==> config.mk <==
export PLATFORM = sky130hd
export DESIGN_NAME = sertx_top
export DESIGN_NICKNAME = d
export VERILOG_FILES = /design/src/rtl/sertx_pkg.sv /design/src/rtl/sertx_hold.sv /design/src/rtl/sertx_sched.sv /design/src/rtl/sertx_frame.sv /design/src/rtl/sertx_shift.sv /design/src/rtl/sertx_top.sv
export SDC_FILE = /design/constraint.sdc
export NUM_CORES = 1
export LEC_CHECK = 0
export ABC_AREA = 1
export BUFFER_PORTS_ARGS = -buffer_cell sky130_fd_sc_hd__buf_2
export CELL_PAD_IN_SITES_DETAIL_PLACEMENT = 1
export CELL_PAD_IN_SITES_GLOBAL_PLACEMENT = 1
export CORE_UTILIZATION = 44
export DETAILED_ROUTE_END_ITERATION = 10
export HOLD_SLACK_MARGIN = 0.15
export PLACE_DENSITY = 0.91
export SLEW_MARGIN = 5
export SYNTH_ARGS = -nofsm -noshare
export SYNTH_HDL_FRONTEND = slang
export SYNTH_SLANG_ARGS = --single-unit
==> constraint.sdc <==
create_clock -name clk_i -period 3.36 [get_ports clk_i]
set_clock_uncertainty 0.05 [all_clocks]
set_input_delay 0.672 -clock clk_i [delete_from_list [all_inputs] [get_ports clk_i]]
set_output_delay 0.672 -clock clk_i [all_outputs]
set_load 0.005 [all_outputs]
==> src/rtl/sertx_pkg.sv <==
package sertx_pkg;
  typedef enum logic [1:0] {
    K_DATA  = 2'd0,
    K_IDLE  = 2'd1,
    K_BREAK = 2'd2
  } kind_e;

  typedef struct packed {
    logic len9;
    logic par_en;
    logic par_odd;
    logic inv;
  } cfg_t;
endpackage

==> src/rtl/sertx_hold.sv <==
module sertx_hold #(
  parameter int DW = 9
) (
  input  logic          clk_i,
  input  logic          rst_ni,
  input  logic          wr_i,
  input  logic [DW-1:0] data_i,
  input  logic          take_i,
  output logic [DW-1:0] data_o,
  output logic          full_o
);
  logic [DW-1:0] data_q;
  logic          full_q;

  always_ff @(posedge clk_i or negedge rst_ni) begin
    if (!rst_ni) begin
      data_q <= '0;
      full_q <= 1'b0;
    end else if (take_i) begin
      full_q <= 1'b0;
    end else if (wr_i && !full_q) begin
      data_q <= data_i;
      full_q <= 1'b1;
    end
  end

  assign data_o = data_q;
  assign full_o = full_q;

  // write into a full holder must not disturb it
  p_wr_drop_r10: assert property (@(posedge clk_i) disable iff (!rst_ni)
    full_q && wr_i && !take_i |=> full_q && $stable(data_q));
endmodule

==> src/rtl/sertx_sched.sv <==
module sertx_sched
  import sertx_pkg::*;
(
  input  logic  clk_i,
  input  logic  rst_ni,
  input  logic  idle_req_i,
  input  logic  brk_req_i,
  input  logic  data_full_i,
  input  logic  start_i,
  output logic  go_o,
  output kind_e kind_o
);
  logic brk_p, idle_p;
  logic take_brk, take_idle;

  always_comb begin
    if (brk_p)       kind_o = K_BREAK;
    else if (idle_p) kind_o = K_IDLE;
    else             kind_o = K_DATA;
  end

  assign take_brk  = start_i && (kind_o == K_BREAK);
  assign take_idle = start_i && (kind_o == K_IDLE);
  assign go_o      = brk_p || idle_p || data_full_i;

  always_ff @(posedge clk_i or negedge rst_ni) begin
    if (!rst_ni) begin
      brk_p  <= 1'b0;
      idle_p <= 1'b0;
    end else begin
      brk_p  <= brk_req_i  || (brk_p  && !take_brk);
      idle_p <= idle_req_i || (idle_p && !take_idle);
    end
  end

  // an idle request waiting behind a break survives the break's launch
  p_idle_waits_r9: assert property (@(posedge clk_i) disable iff (!rst_ni)
    start_i && brk_p && idle_p |=> idle_p);
endmodule

==> src/rtl/sertx_frame.sv <==
module sertx_frame
  import sertx_pkg::*;
#(
  parameter int BASE_W  = 8,
  parameter int LONG_W  = BASE_W + 1,
  parameter int FRAME_W = LONG_W + 2,
  parameter int CNT_W   = $clog2(FRAME_W + 1)
) (
  input  logic [LONG_W-1:0]  data_i,
  input  cfg_t               cfg_i,
  input  kind_e              kind_i,
  output logic [FRAME_W-1:0] word_o,
  output logic [CNT_W-1:0]   nbits_o
);
  int                msb;
  logic              par;
  logic [LONG_W-1:0] ch;

  always_comb begin
    msb = cfg_i.len9 ? LONG_W - 1 : BASE_W - 1;
    ch  = data_i;
    par = cfg_i.par_odd;
    for (int i = 0; i < LONG_W - 1; i++) begin
      if (i < msb) par = par ^ data_i[i];
    end
    if (cfg_i.par_en) ch[msb] = par;

    // LSB goes first: start at bit 0, stop and filler above the character
    word_o    = '1;
    word_o[0] = 1'b0;
    for (int i = 0; i < LONG_W; i++) begin
      if (i <= msb) word_o[i+1] = ch[i];
    end
    case (kind_i)
      K_IDLE:  word_o = '1;
      K_BREAK: word_o = '0;
      default: ;
    endcase
    nbits_o = CNT_W'(msb + 3);
  end
endmodule

==> src/rtl/sertx_shift.sv <==
module sertx_shift #(
  parameter int FRAME_W = 11,
  parameter int CNT_W   = $clog2(FRAME_W + 1)
) (
  input  logic               clk_i,
  input  logic               rst_ni,
  input  logic               tick_i,
  input  logic               go_i,
  input  logic [FRAME_W-1:0] word_i,
  input  logic [CNT_W-1:0]   nbits_i,
  input  logic               inv_i,
  output logic               start_o,
  output logic               busy_o,
  output logic               tx_o
);
  logic [FRAME_W-1:0] sreg;
  logic [CNT_W-1:0]   cnt;
  logic               busy, inv_q, last;

  assign last    = busy && (cnt == CNT_W'(1));
  assign start_o = tick_i && go_i && (!busy || last);

  always_ff @(posedge clk_i or negedge rst_ni) begin
    if (!rst_ni) begin
      sreg  <= '1;
      cnt   <= '0;
      busy  <= 1'b0;
      inv_q <= 1'b0;
    end else if (start_o) begin
      sreg  <= word_i;
      cnt   <= nbits_i;
      busy  <= 1'b1;
      inv_q <= inv_i;
    end else if (tick_i && busy) begin
      if (last) begin
        sreg  <= '1;
        cnt   <= '0;
        busy  <= 1'b0;
        inv_q <= inv_i;
      end else begin
        sreg <= {1'b1, sreg[FRAME_W-1:1]};
        cnt  <= cnt - CNT_W'(1);
      end
    end else if (!busy) begin
      inv_q <= inv_i;
    end
  end

  assign busy_o = busy;
  assign tx_o   = sreg[0] ^ inv_q;

  // a bit holds until the next tick
  p_bit_hold_r2: assert property (@(posedge clk_i) disable iff (!rst_ni)
    busy && $past(busy) && !$past(tick_i) |-> $stable(tx_o));
  // polarity is frozen for the whole frame
  p_inv_frozen_r11: assert property (@(posedge clk_i) disable iff (!rst_ni)
    busy && $past(busy) && !$past(start_o) |-> $stable(inv_q));
endmodule

==> src/rtl/sertx_top.sv <==
module sertx_top
  import sertx_pkg::*;
#(
  parameter int BASE_W = 8
) (
  input  logic            clk_i,
  input  logic            rst_ni,
  input  logic            baud_tick_i,
  input  logic            wr_i,
  input  logic [BASE_W:0] wdata_i,
  input  logic            len9_i,
  input  logic            par_en_i,
  input  logic            par_odd_i,
  input  logic            inv_i,
  input  logic            idle_req_i,
  input  logic            brk_req_i,
  output logic            empty_o,
  output logic            busy_o,
  output logic            tx_o
);
  localparam int LONG_W  = BASE_W + 1;
  localparam int FRAME_W = LONG_W + 2;
  localparam int CNT_W   = $clog2(FRAME_W + 1);

  logic [LONG_W-1:0]  hold_data;
  logic               hold_full, start, go, take;
  kind_e              kind;
  cfg_t               cfg;
  logic [FRAME_W-1:0] word;
  logic [CNT_W-1:0]   nbits;

  assign cfg  = '{len9: len9_i, par_en: par_en_i, par_odd: par_odd_i, inv: inv_i};
  assign take = start && (kind == K_DATA);

  sertx_hold #(.DW(LONG_W)) u_hold (
    .clk_i  (clk_i),
    .rst_ni (rst_ni),
    .wr_i   (wr_i),
    .data_i (wdata_i),
    .take_i (take),
    .data_o (hold_data),
    .full_o (hold_full)
  );

  sertx_sched u_sched (
    .clk_i       (clk_i),
    .rst_ni      (rst_ni),
    .idle_req_i  (idle_req_i),
    .brk_req_i   (brk_req_i),
    .data_full_i (hold_full),
    .start_i     (start),
    .go_o        (go),
    .kind_o      (kind)
  );

  sertx_frame #(
    .BASE_W (BASE_W),
    .LONG_W (LONG_W),
    .FRAME_W(FRAME_W),
    .CNT_W  (CNT_W)
  ) u_frame (
    .data_i  (hold_data),
    .cfg_i   (cfg),
    .kind_i  (kind),
    .word_o  (word),
    .nbits_o (nbits)
  );

  sertx_shift #(
    .FRAME_W(FRAME_W),
    .CNT_W  (CNT_W)
  ) u_shift (
    .clk_i   (clk_i),
    .rst_ni  (rst_ni),
    .tick_i  (baud_tick_i),
    .go_i    (go),
    .word_i  (word),
    .nbits_i (nbits),
    .inv_i   (inv_i),
    .start_o (start),
    .busy_o  (busy_o),
    .tx_o    (tx_o)
  );

  assign empty_o = !hold_full;

  // first bit on the line after a launch: start/break low, idle high
  p_start_low_r2: assert property (@(posedge clk_i) disable iff (!rst_ni)
    start && kind == K_DATA |=> tx_o == $past(inv_i));
  p_break_low_r8: assert property (@(posedge clk_i) disable iff (!rst_ni)
    start && kind == K_BREAK |=> tx_o == $past(inv_i));
  p_idle_high_r7: assert property (@(posedge clk_i) disable iff (!rst_ni)
    start && kind == K_IDLE |=> tx_o != $past(inv_i));
  // stop and filler ones above the character add len9 to the xor
  p_parity_r5: assert property (@(posedge clk_i) disable iff (!rst_ni)
    start && kind == K_DATA && par_en_i |-> (^word[FRAME_W-1:1]) == (par_odd_i ^ len9_i));
  p_data_waits_r9: assert property (@(posedge clk_i) disable iff (!rst_ni)
    start && kind != K_DATA && hold_full |=> hold_full);
endmodule

* Word-level counts from Yosys, hierarchy flattened
Cells that the tools add are included.
Storage, ports and cells: bits in registers 29, latch bits 0, memory bits (writable) 0, bits in read-only memories 0, output and inout port bits 3, logic and storage cells 111, memories kept 0
Operators by class: $add $sub $neg 2, multiply operators 0, div/mod/pow operators 0, $lt $le $gt $ge 19, equality and inequality tests 5, shift operators 0, mux-type cells 40, bitwise operators 10, reductions and logical operators 27
Operators with widths (number):
- $le 4x32->1 const A | 4
- $lt 4x32->1 const A | 4
- $le 3x32->1 const A | 2
- $lt 3x32->1 const A | 2
- $ge 32x1->1 const B | 1
- $le 1x32->1 const A | 1
- $le 2x32->1 const A | 1
- $le 5x32->1 const A | 1
- $lt 1x32->1 const A | 1
- $lt 2x32->1 const A | 1
- $lt 32x6->1 const B | 1
- $mux 1 | 28
- $mux 11 | 2
- $pmux 11 s2 | 1
- $mux 4 | 4
- $logic_and 1x1->1 | 11
- $mux 10 | 1
- $bwmux 9 | 1
- $mux 9 | 1
- $xor 1x1->1 | 9
- $reduce_and 2->1 | 3
- $reduce_bool 2->1 | 3
- $logic_or 1x1->1 | 5
- $add 4x3->4 const B | 1
- other kinds (11) | 14

* Longest topological paths before layout
Gate-level depths: netlist of the first run.
depth after elaboration 22, depth in mapped cells 14, gate-level depth less buffers 14

* Modules after synthesis
From an unflattened synthesis of the first run, not the netlist that was laid out.
Second synthesis, totals: cell total of the unflattened synthesis 267, area, all modules 1913.1 sq um
Modules (own cells, without submodules):
- sertx_shift | instances 1, cells an instance 131, area each 1042.2 sq um
- sertx_hold | instances 1, cells an instance 42, area each 397.9 sq um
- sertx_frame | instances 1, cells an instance 77, area each 356.6 sq um
- sertx_sched | instances 1, cells an instance 13, area each 98.8 sq um
- sertx_top | instances 1, cells an instance 4, area each 17.5 sq um

* Worst setup path after synthesis of the first run
No wires, ideal clock.
path type reg2reg, start point register u_shift.cnt[1], end point register u_shift.sreg[8], library setup time 68 ps, data arrival time 1407 ps, data required time 3242 ps, slack 1835 ps, cell stages (with the launch flop) 11, buffers on the path 0, period minus slack after synthesis 1525 ps, cells stage by stage dfrtp_1 inv_1 ha_1 nand3_4 a21oi_4 inv_4 nor2_4 nand2_2 nand3_1 inv_1 a21oi_2
Between the ends: longest elaborated chain between the ends 5, elaborated cells between the ends (all ways) 8
RTL lines:
- start: declaration | RTL line sertx_shift.sv:17 | logic [CNT_W-1:0] cnt;
- start signal: assignment | RTL line sertx_shift.sv:31 | cnt <= nbits_i;
- start signal: assignment | RTL line sertx_shift.sv:42 | cnt <= cnt - CNT_W'(1);
- $eq 4x1->1 (*) | RTL line sertx_shift.sv:20 | assign last = busy && (cnt == CNT_W'(1));
- $logic_and 1x1->1 (*) | RTL line sertx_shift.sv:20
- $mux 10 / $logic_or 1x1->1 (equally long branches) | RTL line sertx_shift.sv:35, sertx_shift.sv:21
- $mux 11 / $logic_and 1x1->1 (equally long branches) | RTL line sertx_shift.sv:34, sertx_shift.sv:21
- $mux 11 / $reduce_bool 2->1 (equally long branches)
- end signal: assignment | RTL line sertx_shift.sv:30 | sreg <= word_i;
- end signal: assignment | RTL line sertx_shift.sv:41 | sreg <= {1'b1, sreg[FRAME_W-1:1]};
- end: declaration | RTL line sertx_shift.sv:16 | logic [FRAME_W-1:0] sreg;
Mark *: on every way between the ends. The rest lies on a longest branch, timed or not. The select of a mux whose other input is x is not followed. A chain may end at the register's enable or synchronous reset.

* Worst setup path after layout of the first run
start point register u_shift.cnt[1], end point register u_shift.busy (netlist: u_shift.busy_o)
Between the ends: longest elaborated chain between the ends 6, elaborated cells between the ends (all ways) 8
RTL lines:
- $eq 4x1->1 (*) | RTL line sertx_shift.sv:20
- $logic_and 1x1->1 (*) | RTL line sertx_shift.sv:20
- $logic_or 1x1->1 | RTL line sertx_shift.sv:21 | assign start_o = tick_i && go_i && (!busy || last);
- $logic_and 1x1->1 | RTL line sertx_shift.sv:21
- $reduce_bool 2->1 (no source line)
- $reduce_and 2->1 (no source line)
- end signal: assignment | RTL line sertx_shift.sv:27 | busy <= 1'b0;
- end signal: assignment | RTL line sertx_shift.sv:32 | busy <= 1'b1;
- end signal: assignment | RTL line sertx_shift.sv:38 | busy <= 1'b0;
- end: declaration | RTL line sertx_shift.sv:18 | logic busy, inv_q, last;
Mark *: on every way between the ends. The rest lies on a longest branch, timed or not.

==> results.py, run 1 <==
metrics = {
    "outcome": {
        "status": "finished, final reports clean",
    },
    "clock_network": {
        "post-cts-setup-buffers": 0,
        "htreeDepth": 2,
        "cts_buffers": 5,
        "clk_latency_ns": 0.34,
        "cts_tree": "done",
        "clock-sinks": 29,
        "clk_pin_slew_ns": 0.10,
        "hold_buffers": 0,
        "cts_buffer_depth": 2,
        "root_buffer": "clkbuf_4",
        "cts_resized": 0,
    },
    "drt": {
        "via_per_inst": 5.026,
        "first_iter_violations": 68,
        "wl_um": 3565,
        "ant_nets": 0,
        "drt_first_pass_iters": 4,
        "dr_total_vias": 1377,
        "drcViolationCount": 0,
        "wl_per_cell_um": 13.01,
    },
    "timing": {
        "rsz0062_at_grt": "false",
        "drv_slew": 0,
        "fin_crit_sh": 0.6830,
        "finalSetupViolations": 0,
        "fmax_ghz": 0.4357,
        "tightest_slew_ns": 0.7398,
        "fin_crit_ns": 2.295,
        "slew_headroom": 0.5050,
        "hold_violations": 0,
        "tns_ns": 0,
    },
    "setup_path": {
        "max_stage_delay_ns": 0.58,
        "end_kind": "flop",
        "path_cells": "inv_1, ha_1, nand3_4, nor2_1, inv_1, o21ai_0, nor2_1, inv_1, nand2_1",
        "reg2regPathDepth": 9,
        "cp.arrival_ns": 2.47,
        "reg2reg_from": "u_shift.cnt[1]",
        "critical_path_class": "flop to flop",
        "r2r_slack_ns": 1.06,
        "r2r_end": "u_shift.busy_o",
        "crit_path_frequent_cell": "inv_1",
        "critical_path_required_ns": 3.54,
        "slowest_stage": "nor2_1",
        "cp-start-kind": "flop",
        "cp_max_fo": 13,
    },
    "power": {
        "swShare": 0.3917,
        "p_sw_w": 0.0005383,
        "ir_drop_v": 0.0003467,
        "intPower_w": 0.0008361,
        "comb_power_share": 0.366,
        "pwr-share-clk": 0.179,
        "power_density_nw_per_um2": 775.7,
        "pwr-share-seq": 0.455,
        "leakage_nw": 0.9036,
    },
    "yosys": {
        "synthesis.area_um2": 1551,
        "synth_cells": 202,
        "synth-async-reset-ratio": 1.000,
        "ys.flop_type": "dfrtp_1",
        "ys_seq_elements": 29,
        "synth_nets": 223,
        "synth_edf_count": 0,
        "yosysUniqueCellTypes": 31,
        "yosysWarnings": 0,
        "syn_area_per_cell_um2": 7.681,
        "seq_area_frac_synth": 0.4766,
    },
    "placement": {
        "hpwl_um": 2701,
        "dp.cells": 266,
        "io_buffers": 21,
        "gp_congestion": 0.8609,
    },
    "floorplanning": {
        "dieArea_um2": 3768,
        "fp-row-count": 21,
        "start_util": 0.4613,
        "pin_count": 22,
        "die_height_um": 61.38,
        "core_area_um2": 3363,
        "die_x_um": 61.38,
    },
    "layout": {
        "area_delta_synth_final_pct": 14.19,
        "antenna_cells": 0,
        "layout-drive-gt1-share": 0.2193,
        "stdcell_count": 274,
        "fin_nets": 248,
        "fin_util": 0.5268,
    },
    "global_route": {
        "overflow": 0,
        "antenna_found_initial": 0,
        "grt_pass1_wl_um": 5947,
        "grt_max_degree": 30,
        "grt.total_usage": 0.2262,
        "grt_pass1_vias": 1320,
    },
    "flow_run": {
        "drv_cap": 0,
    },
    "worst_hold_path": {
        "hold_path_class": "input port to asynchronous set/reset pin",
    },
}
==> worst max-delay path, delay by kind of cell (launching register included) <==
family	cells	cell delay, ns
flip-flops	1	0.42
AO/OA/AOI/OAI	1	0.29
adder cells (fa/ha/maj)	1	0.22
AND/OR/NAND/NOR	4	0.84
buffers and inverters	3	0.36
==> kinds of logic (layout without fill, tap and decap cells) <==
family,after synthesis,after routing,share of synthesized area
AOI/OAI and AO/OA,43,43,0.1589
and+or+nand+nor,91,91,0.2500
DFF,29,29,0.4766
adders and majority gates,2,2,0.01613
buffers and inverters,35,61,0.08710
xor gates and xnor gates,2,2,0.01129
==> synthesized netlist by cell type, types with 2 or more instances <==
master	count	share of area
dfstp_2	11	0.19
nor2_1	23	0.056
inv_2	2	0.0048
o21ai_0	21	0.068
nand2_1	50	0.12
nand3_1	9	0.029
ha_1	2	0.016
clkbuf_1	2	0.0048
nor3_1	3	0.0097
a21oi_1	12	0.039
nand2_2	3	0.012
inv_1	28	0.068
dfrtp_1	18	0.29
==> sequential cells by signal, indices dropped and copies added (netlist names) <==
name and cells:
u_shift.sreg 11, u_hold.data_o 9, u_shift.cnt 4, u_hold.full_o 1
u_sched.brk_p 1, u_sched.idle_p 1, u_shift.busy_o 1, u_shift.inv_q 1
==> per-stage QoR <==
step | hold slack [ns] | worst slack [ns] | cell area, um^2 | total power [W]
2_1_floorplan | 0.3264 | 1.835 | 1551 | 0.0009766
3_3_place_gp | 0.4337 | 1.364 | 1702 | 0.001094
3_5_place_dp | 0.4370 | 1.118 | 1702 | 0.001134
4_1_cts | 0.3095 | 1.063 | 1772 | 0.001388
5_1_grt | 0.3300 | 0.8086 | 1772 | 0.001496
6_report | 0.2999 | 1.065 | 1772 | 0.001374
==> layout by cell type (no fill, tap or decap) <==
master,instances
a21o_1,1
nand3_4,1
inv_4,1
clkbuf_4,5
nor2_1,23
a21oi_2,1
a21oi_1,12
dfrtp_1,18
buf_2,21
o311ai_0,1
o211ai_1,1
a31oi_1,1
inv_2,2
o21ai_1,1
o22ai_1,1
ha_1,2
o21bai_1,1
nor3_1,3
nand2_1,50
clkinv_2,1
nand2_2,3
o31ai_1,1
xor2_1,1
xnor2_1,1
dfstp_2,11
clkbuf_8,2
nor2_4,1
nand4_1,1
a21oi_4,1
clkinv_1,1
nand3_1,9
inv_1,28
o21ai_0,21
==> cell type report <==
cell class	instances	area (um^2)
Timing Repair Buffer	21	105.1
Multi-Input combinational cell	138	676.9
Sequential cell	29	739.5
Tap cell	46	57.56
Clock inverter	1	5.005
Inverter	32	122.6
Clock buffer	7	65.06
Fill cell	459	1592
==> worst max path at each step <==
stage                   startpoint              end
floorplan           u_shift.cnt[1]  u_shift.sreg[8]
global placement    u_shift.cnt[1]   u_shift.busy_o
detailed placement  u_shift.cnt[1]   u_shift.busy_o
CTS                 u_shift.cnt[1]   u_shift.busy_o
global route        u_shift.cnt[1]   u_shift.busy_o
finish              u_shift.cnt[1]   u_shift.busy_o
==> metal layers <==
layer,global-route usage,up-vias,wire length (um)
li1,-,690,-
met2,0.3525,27,1698
met1,0.2840,648,1642
met5,0,-,0
met3,0.08613,12,139
met4,0.09206,0,85
==> power by group through the flow <==
stage	sequential [W]	combinational, W	clock (W)
floorplan	0.000600	0.000376	0
finish	0.000625	0.000503	0.000246
global placement	0.000627	0.000466	0
global route	0.000643	0.000582	0.000271
detailed placement	0.000631	0.000502	0
CTS	0.000627	0.000508	0.000253
(Power assumes the default switching activity.)
==> inputs of run 2 (changes only) <==
- CORE_UTILIZATION: 44 -> 37
- PLACE_DENSITY: 0.91 -> 0.82
- clock period: 3.36 -> 2.1 ns (I/O delays scaled with it)
==> results.py, run 2 (synthesis results as in run 1) <==
metrics = {
    "outcome": {
        "status": "finished, final reports clean",
    },
    "layout": {
        "fin_nets": 250,
        "fin_util": 0.4510,
        "largest_register_ff_count": 11,
        "layout_common_cells": "50 x nand2_1, 28 x inv_1, 23 x nor2_1, 21 x o21ai_0, 21 x buf_2",
        "area_delta_synth_final_pct": 16.29,
        "layout-drive-gt1-share": 0.2087,
        "stdcell_area_um2": 1804,
        "antenna_cells": 0,
        "largest_register": "u_shift.sreg",
        "final_common_cell": "nand2_1",
    },
    "timing": {
        "rsz0062_at_grt": "false",
        "hold_violations": 0,
        "tns_ns": 0,
        "finalSetupViolations": 0,
        "fin_crit_ns": 1.798,
        "drv_slew": 0,
        "tightest_slew_ns": 0.6660,
        "fmax_ghz": 0.5562,
        "slew_headroom": 0.5560,
        "fin_crit_sh": 0.8562,
    },
    "setup_path": {
        "cp_max_fo": 9,
        "cp.arrival_ns": 1.96,
        "critical_path_required_ns": 2.26,
        "reg2reg_from": "u_shift.cnt[1]",
        "path_cells": "inv_1, ha_1, nand3_4, a21oi_4, inv_4, nor2_4, nand2_2, nand3_1, inv_1, a21oi_2",
        "cp-start-kind": "flop",
        "critical_path_class": "flop to flop",
        "end_kind": "flop",
        "crit_path_frequent_cell": "inv_1",
        "slowest_stage": "dfrtp_1",
        "reg2regPathDepth": 10,
        "max_stage_delay_ns": 0.40,
        "cp-startpoint": "u_shift.cnt[1]",
    },
    "clock_network": {
        "clock-sinks": 29,
        "clk_pin_slew_ns": 0.06,
        "cts_buffers": 5,
        "cts_tree": "done",
        "clk_latency_ns": 0.28,
        "root_buffer": "clkbuf_8",
        "htreeDepth": 2,
        "cts_buffer_depth": 2,
    },
    "drt": {
        "wl_um": 3613,
        "drcViolationCount": 0,
        "met3_wirelength_um": 91,
        "via_per_inst": 4.893,
        "ant_nets": 0,
        "top_layer": "met4",
        "wl_met2_um": 1802,
        "wl_met1_um": 1643,
        "drt_first_pass_iters": 4,
        "wl_per_cell_um": 12.90,
        "first_iter_violations": 56,
        "dr_total_vias": 1370,
    },
    "floorplanning": {
        "fp-row-count": 23,
        "die_x_um": 66.76,
        "dieArea_um2": 4456,
        "core_area_um2": 4000,
        "pin_count": 22,
        "start_util": 0.3879,
        "die_height_um": 66.76,
    },
    "placement": {
        "io_buffers": 21,
        "placed_cell_area_um2": 1714,
        "gp_congestion": 0.7757,
        "hpwl_um": 2701,
    },
    "global_route": {
        "overflow": 0,
        "grt_pass1_wl_um": 6306,
        "grt_pass1_vias": 1400,
        "grt_max_degree": 30,
        "grt.total_usage": 0.1942,
        "antenna_found_initial": 0,
    },
    "worst_hold_path": {
        "hold_depth": 2,
        "hold_path_class": "input port to flop",
        "hold_start": "brk_req_i",
    },
    "power": {
        "ir_drop_v": 0.0003993,
        "power.total_w": 0.002228,
        "leakage_nw": 0.9114,
        "power_density_nw_per_um2": 1235,
    },
    "flow_run": {
        "drv_cap": 0,
    },
}
[run 2: cell types whose count changed in the layout (fill, tap and decap cells not counted), sizes merged]
| cell | previous run | this run |
|---|---|---|
| clkbuf | 7 | 8 |
| buf | 21 | 22 |
| clkinv | 2 | 1 |
| dlygate4sd3 | 0 | 1 |
[run 2: metal layers]
| metal | global-route usage | vias up |
|---|---|---|
| met3 | 0.03596 | 8 |
| met2 | 0.3131 | 17 |
| met1 | 0.2470 | 652 |
| met4 | 0.09574 | 0 |
| met5 | 0 | - |
| li1 | - | 693 |
[run 2: through the flow]
| stage | cells | setup WS (ns) | hold slack [ns] |
|---|---|---|---|
| floorplan | 202 | 0.5753 | 0.07441 |
| global placement | 271 | 0.3732 | 0.4366 |
| detailed placement | 271 | 0.3138 | 0.4360 |
| CTS | 280 | 0.2829 | 0.2777 |
| global route | 280 | 0.1547 | 0.2801 |
| finish | 280 | 0.3020 | 0.2847 |
[run 2: cell type report]
cell class / count / area [um^2]
Clock buffer: 8 / 80.08
Tap cell: 50 / 62.56
Multi-Input combinational cell: 138 / 676.9
Sequential cell: 29 / 739.5
Timing Repair Buffer: 23 / 122.6
Inverter: 32 / 122.6
Fill cell: 522 / 2196
[run 2: worst paths after layout]
path                                     to  slack (ns)
setup / recovery            u_shift.sreg[8]        0.30
hold / removal                u_sched.brk_p        0.28
setup reg to reg            u_shift.sreg[8]        0.30
hold reg to reg             u_shift.sreg[7]        0.44
max in group asynchronous  u_hold.data_o[5]        0.91
min in group asynchronous  u_hold.data_o[2]        0.67
[run 2: worst max-delay path, delay by kind of cell (launching register included)]
family                     cells  cell delay (ns)
AOI/OAI and AO/OA              2             0.34
adders and majority gates      1             0.20
buffers and inverters          3             0.27
DFF                            1             0.40
and+or+nand+nor                4             0.48
[run 2: power breakdown]
group          switching, W  internal, W  total (W)  leakage (nW)
Sequential         0.000162     0.000840    0.00100         0.303
Clock              0.000199     0.000235   0.000434        0.0395
Combinational      0.000484     0.000307   0.000791         0.569
[run 2: repair_timing]
item,in CTS,in global routing
resized for setup,0,0
setup buffers,0,0
hold buffers,1,0
hold endpoints to repair,18,0
==> inputs of run 3 (changes only) <==
- ABC_AREA: 1 -> unset
- CORE_UTILIZATION: 37 -> 39
==> results.py, run 3 <==
metrics = {
    "outcome": {
        "status": "finished, final reports clean",
    },
    "drt": {
        "ant_nets": 0,
        "wl_per_cell_um": 16.57,
        "dr_total_vias": 1269,
        "drt_first_pass_iters": 4,
        "first_iter_violations": 17,
        "drcViolationCount": 0,
        "via_per_inst": 5.541,
        "wl_um": 3794,
    },
    "power": {
        "ir_drop_v": 0.0004246,
        "intPower_w": 0.001258,
        "comb_power_share": 0.214,
        "p_sw_w": 0.0004741,
        "power_density_nw_per_um2": 945.1,
        "leakage_nw": 0.7593,
        "swShare": 0.2737,
        "pwr-share-clk": 0.350,
        "pwr-share-seq": 0.436,
    },
    "global_route": {
        "grt_max_degree": 30,
        "grt.total_usage": 0.2153,
        "antenna_found_initial": 0,
        "grt_pass1_vias": 1367,
        "grt_pass1_wl_um": 6672,
        "overflow": 0,
    },
    "yosys": {
        "ys_seq_elements": 29,
        "ys.flop_type": "dfrtp_1",
        "yosysWarnings": 0,
        "synthTopCellsByArea": "dfrtp_1 30%, dfstp_2 19%, mux2_2 8.2%",
        "synth_cells": 150,
        "synth_area_leader_cell": "dfrtp_1",
        "yosysUniqueCellTypes": 35,
        "synth_edf_count": 0,
        "synth-async-reset-ratio": 1.000,
        "synth_nets": 171,
        "yosys-top-cells-count": "19 x nand2_1, 18 x dfrtp_1, 14 x o21ai_0",
        "yosysMostFrequentCell": "nand2_1",
        "seq_area_frac_synth": 0.4888,
        "syn_area_per_cell_um2": 10.08,
        "netlist.area_leader.share": 0.2978,
        "synthesis.area_um2": 1513,
    },
    "timing": {
        "tns_ns": 0,
        "hold_violations": 0,
        "drv_slew": 0,
        "tightest_slew_ns": 0.6541,
        "fin_crit_sh": 0.9295,
        "finalSetupViolations": 0,
        "fmax_ghz": 0.5123,
        "slew_headroom": 0.5639,
        "fin_crit_ns": 1.952,
        "rsz0062_at_grt": "false",
    },
    "floorplanning": {
        "die_height_um": 64.28,
        "fp-row-count": 22,
        "dieArea_um2": 4132,
        "die_x_um": 64.28,
        "start_util": 0.4101,
        "core_area_um2": 3689,
        "pin_count": 22,
    },
    "placement": {
        "hpwl_um": 2751,
        "placed_cell_area_um2": 1705,
        "io_buffers": 21,
        "gp_congestion": 0.8574,
        "dp.cells": 220,
    },
    "clock_network": {
        "clk_latency_ns": 0.29,
        "post-cts-setup-buffers": 0,
        "cts_buffer_depth": 2,
        "cts_tree": "done",
        "cts_buffers": 5,
        "clock-sinks": 29,
        "clk_pin_slew_ns": 0.07,
        "root_buffer": "clkbuf_8",
        "htreeDepth": 2,
    },
    "layout": {
        "stdcell_area_um2": 1833,
        "largest_register_ff_count": 11,
        "layout_common_cells": "21 x buf_2, 19 x nand2_1, 18 x dfrtp_1, 14 x o21ai_0, 13 x nor2_1",
        "final_common_cell": "buf_2",
        "largest_register": "u_shift.sreg",
        "antenna_cells": 0,
        "layout-drive-gt1-share": 0.3425,
        "area_delta_synth_final_pct": 21.17,
        "stdcell_count": 229,
        "fin_util": 0.4969,
        "fillers": 437,
        "fin_nets": 201,
    },
    "flow_run": {
        "drv_cap": 0,
    },
    "setup_path": {
        "cp.arrival_ns": 2.11,
        "max_stage_delay_ns": 0.47,
        "critical_path_class": "flop to flop",
        "critical_path_required_ns": 2.26,
        "cp.depth": 7,
        "reg2regPathDepth": 7,
        "path_cells": "inv_1, ha_1, or3b_2, nand2_1, and3_2, o21ai_0, o211ai_1",
        "cp-start-kind": "flop",
        "cp_max_fo": 9,
        "slowest_stage": "or3b_2",
        "crit_family": "simple AND/OR/NAND/NOR gates",
        "crit_buf_inv": 1,
        "end_kind": "flop",
    },
    "worst_hold_path": {
        "hold_depth": 2,
        "hold_path_class": "input port to flop",
    },
}
[run 3: cell families (layout without fill, tap and decap cells)]
kind of cell	count (synthesis)	after routing	synth area share
flops	29	29	0.4888
mux	11	11	0.08189
xor+xnor	9	9	0.06121
buf+inv	10	41	0.02646
fa+ha+maj	2	2	0.01654
simple gates	45	45	0.1414
compound gates	44	44	0.1836
[run 3: power groups by stage]
| stage | sequential (W) | combinational (W) | clock [W] |
|---|---|---|---|
| 2_1_floorplan | 0.000732 | 0.000275 | 0 |
| 3_3_place_gp | 0.000750 | 0.000349 | 0 |
| 3_5_place_dp | 0.000761 | 0.000371 | 0 |
| 4_1_cts | 0.000754 | 0.000376 | 0.000620 |
| 5_1_grt | 0.000768 | 0.000419 | 0.000641 |
| 6_report | 0.000755 | 0.000371 | 0.000606 |
[run 3: final timing paths]
| kind | startpoint | endpoint | slack [ns] |
|---|---|---|---|
| worst max register to register | u_shift.cnt[1] | u_shift.sreg[7] | 0.15 |
| worst max-delay path | u_shift.cnt[1] | u_shift.sreg[7] | 0.15 |
| worst min-delay path | idle_req_i | u_sched.idle_p | 0.26 |
| min in group asynchronous | rst_ni | u_hold.data_o[6] | 0.65 |
| worst min register to register | u_shift.sreg[2] | u_shift.sreg[1] | 0.46 |
| max in group asynchronous | rst_ni | u_shift.cnt[0] | 0.92 |
[run 3: cell type report]
type	count	area, um^2	share of cell area
Clock buffer	7	86.33	0.04710
Clock inverter	1	30.03	0.01638
Inverter	4	15.01	0.008191
Multi-Input combinational cell	111	734.5	0.4007
Sequential cell	29	739.5	0.4034
Tap cell	48	60.06	0.03276
Timing Repair Buffer	29	167.7	0.09147
[run 3: timing repair]
action,4_1_cts,5_1_grt
hold buffers,1,0
setup endpoints to repair,0,6
hold endpoints to repair,18,0
resized for setup,0,1
[run 3: layer usage]
metal | up-vias | track usage | part of all wire
met5 | - | 0 | 0
met4 | 0 | 0.08056 | 0.014
met3 | 5 | 0.06786 | 0.046
met2 | 29 | 0.3579 | 0.50
met1 | 640 | 0.2588 | 0.44
li1 | 595 | - | -
[run 3: worst register-to-register path, stage by stage (launching register included)]
cell and delay (ns):
dfrtp_1 0.39, inv_1 0.10, ha_1 0.18, or3b_2 0.47, nand2_1 0.15, and3_2 0.30, o21ai_0 0.12, o211ai_1 0.11
[run 3: through the flow]
step / total power, W / hold WS (ns) / setup slack, ns
after floorplan: 0.001007 / 0.07441 / 0.3448
after CTS: 0.001750 / 0.2576 / 0.03100
after global routing: 0.001827 / 0.2634 / 0.01414
after detailed placement: 0.001132 / 0.4425 / 0.06604
after global placement: 0.001099 / 0.4223 / 0.1946
final: 0.001732 / 0.2606 / 0.1480
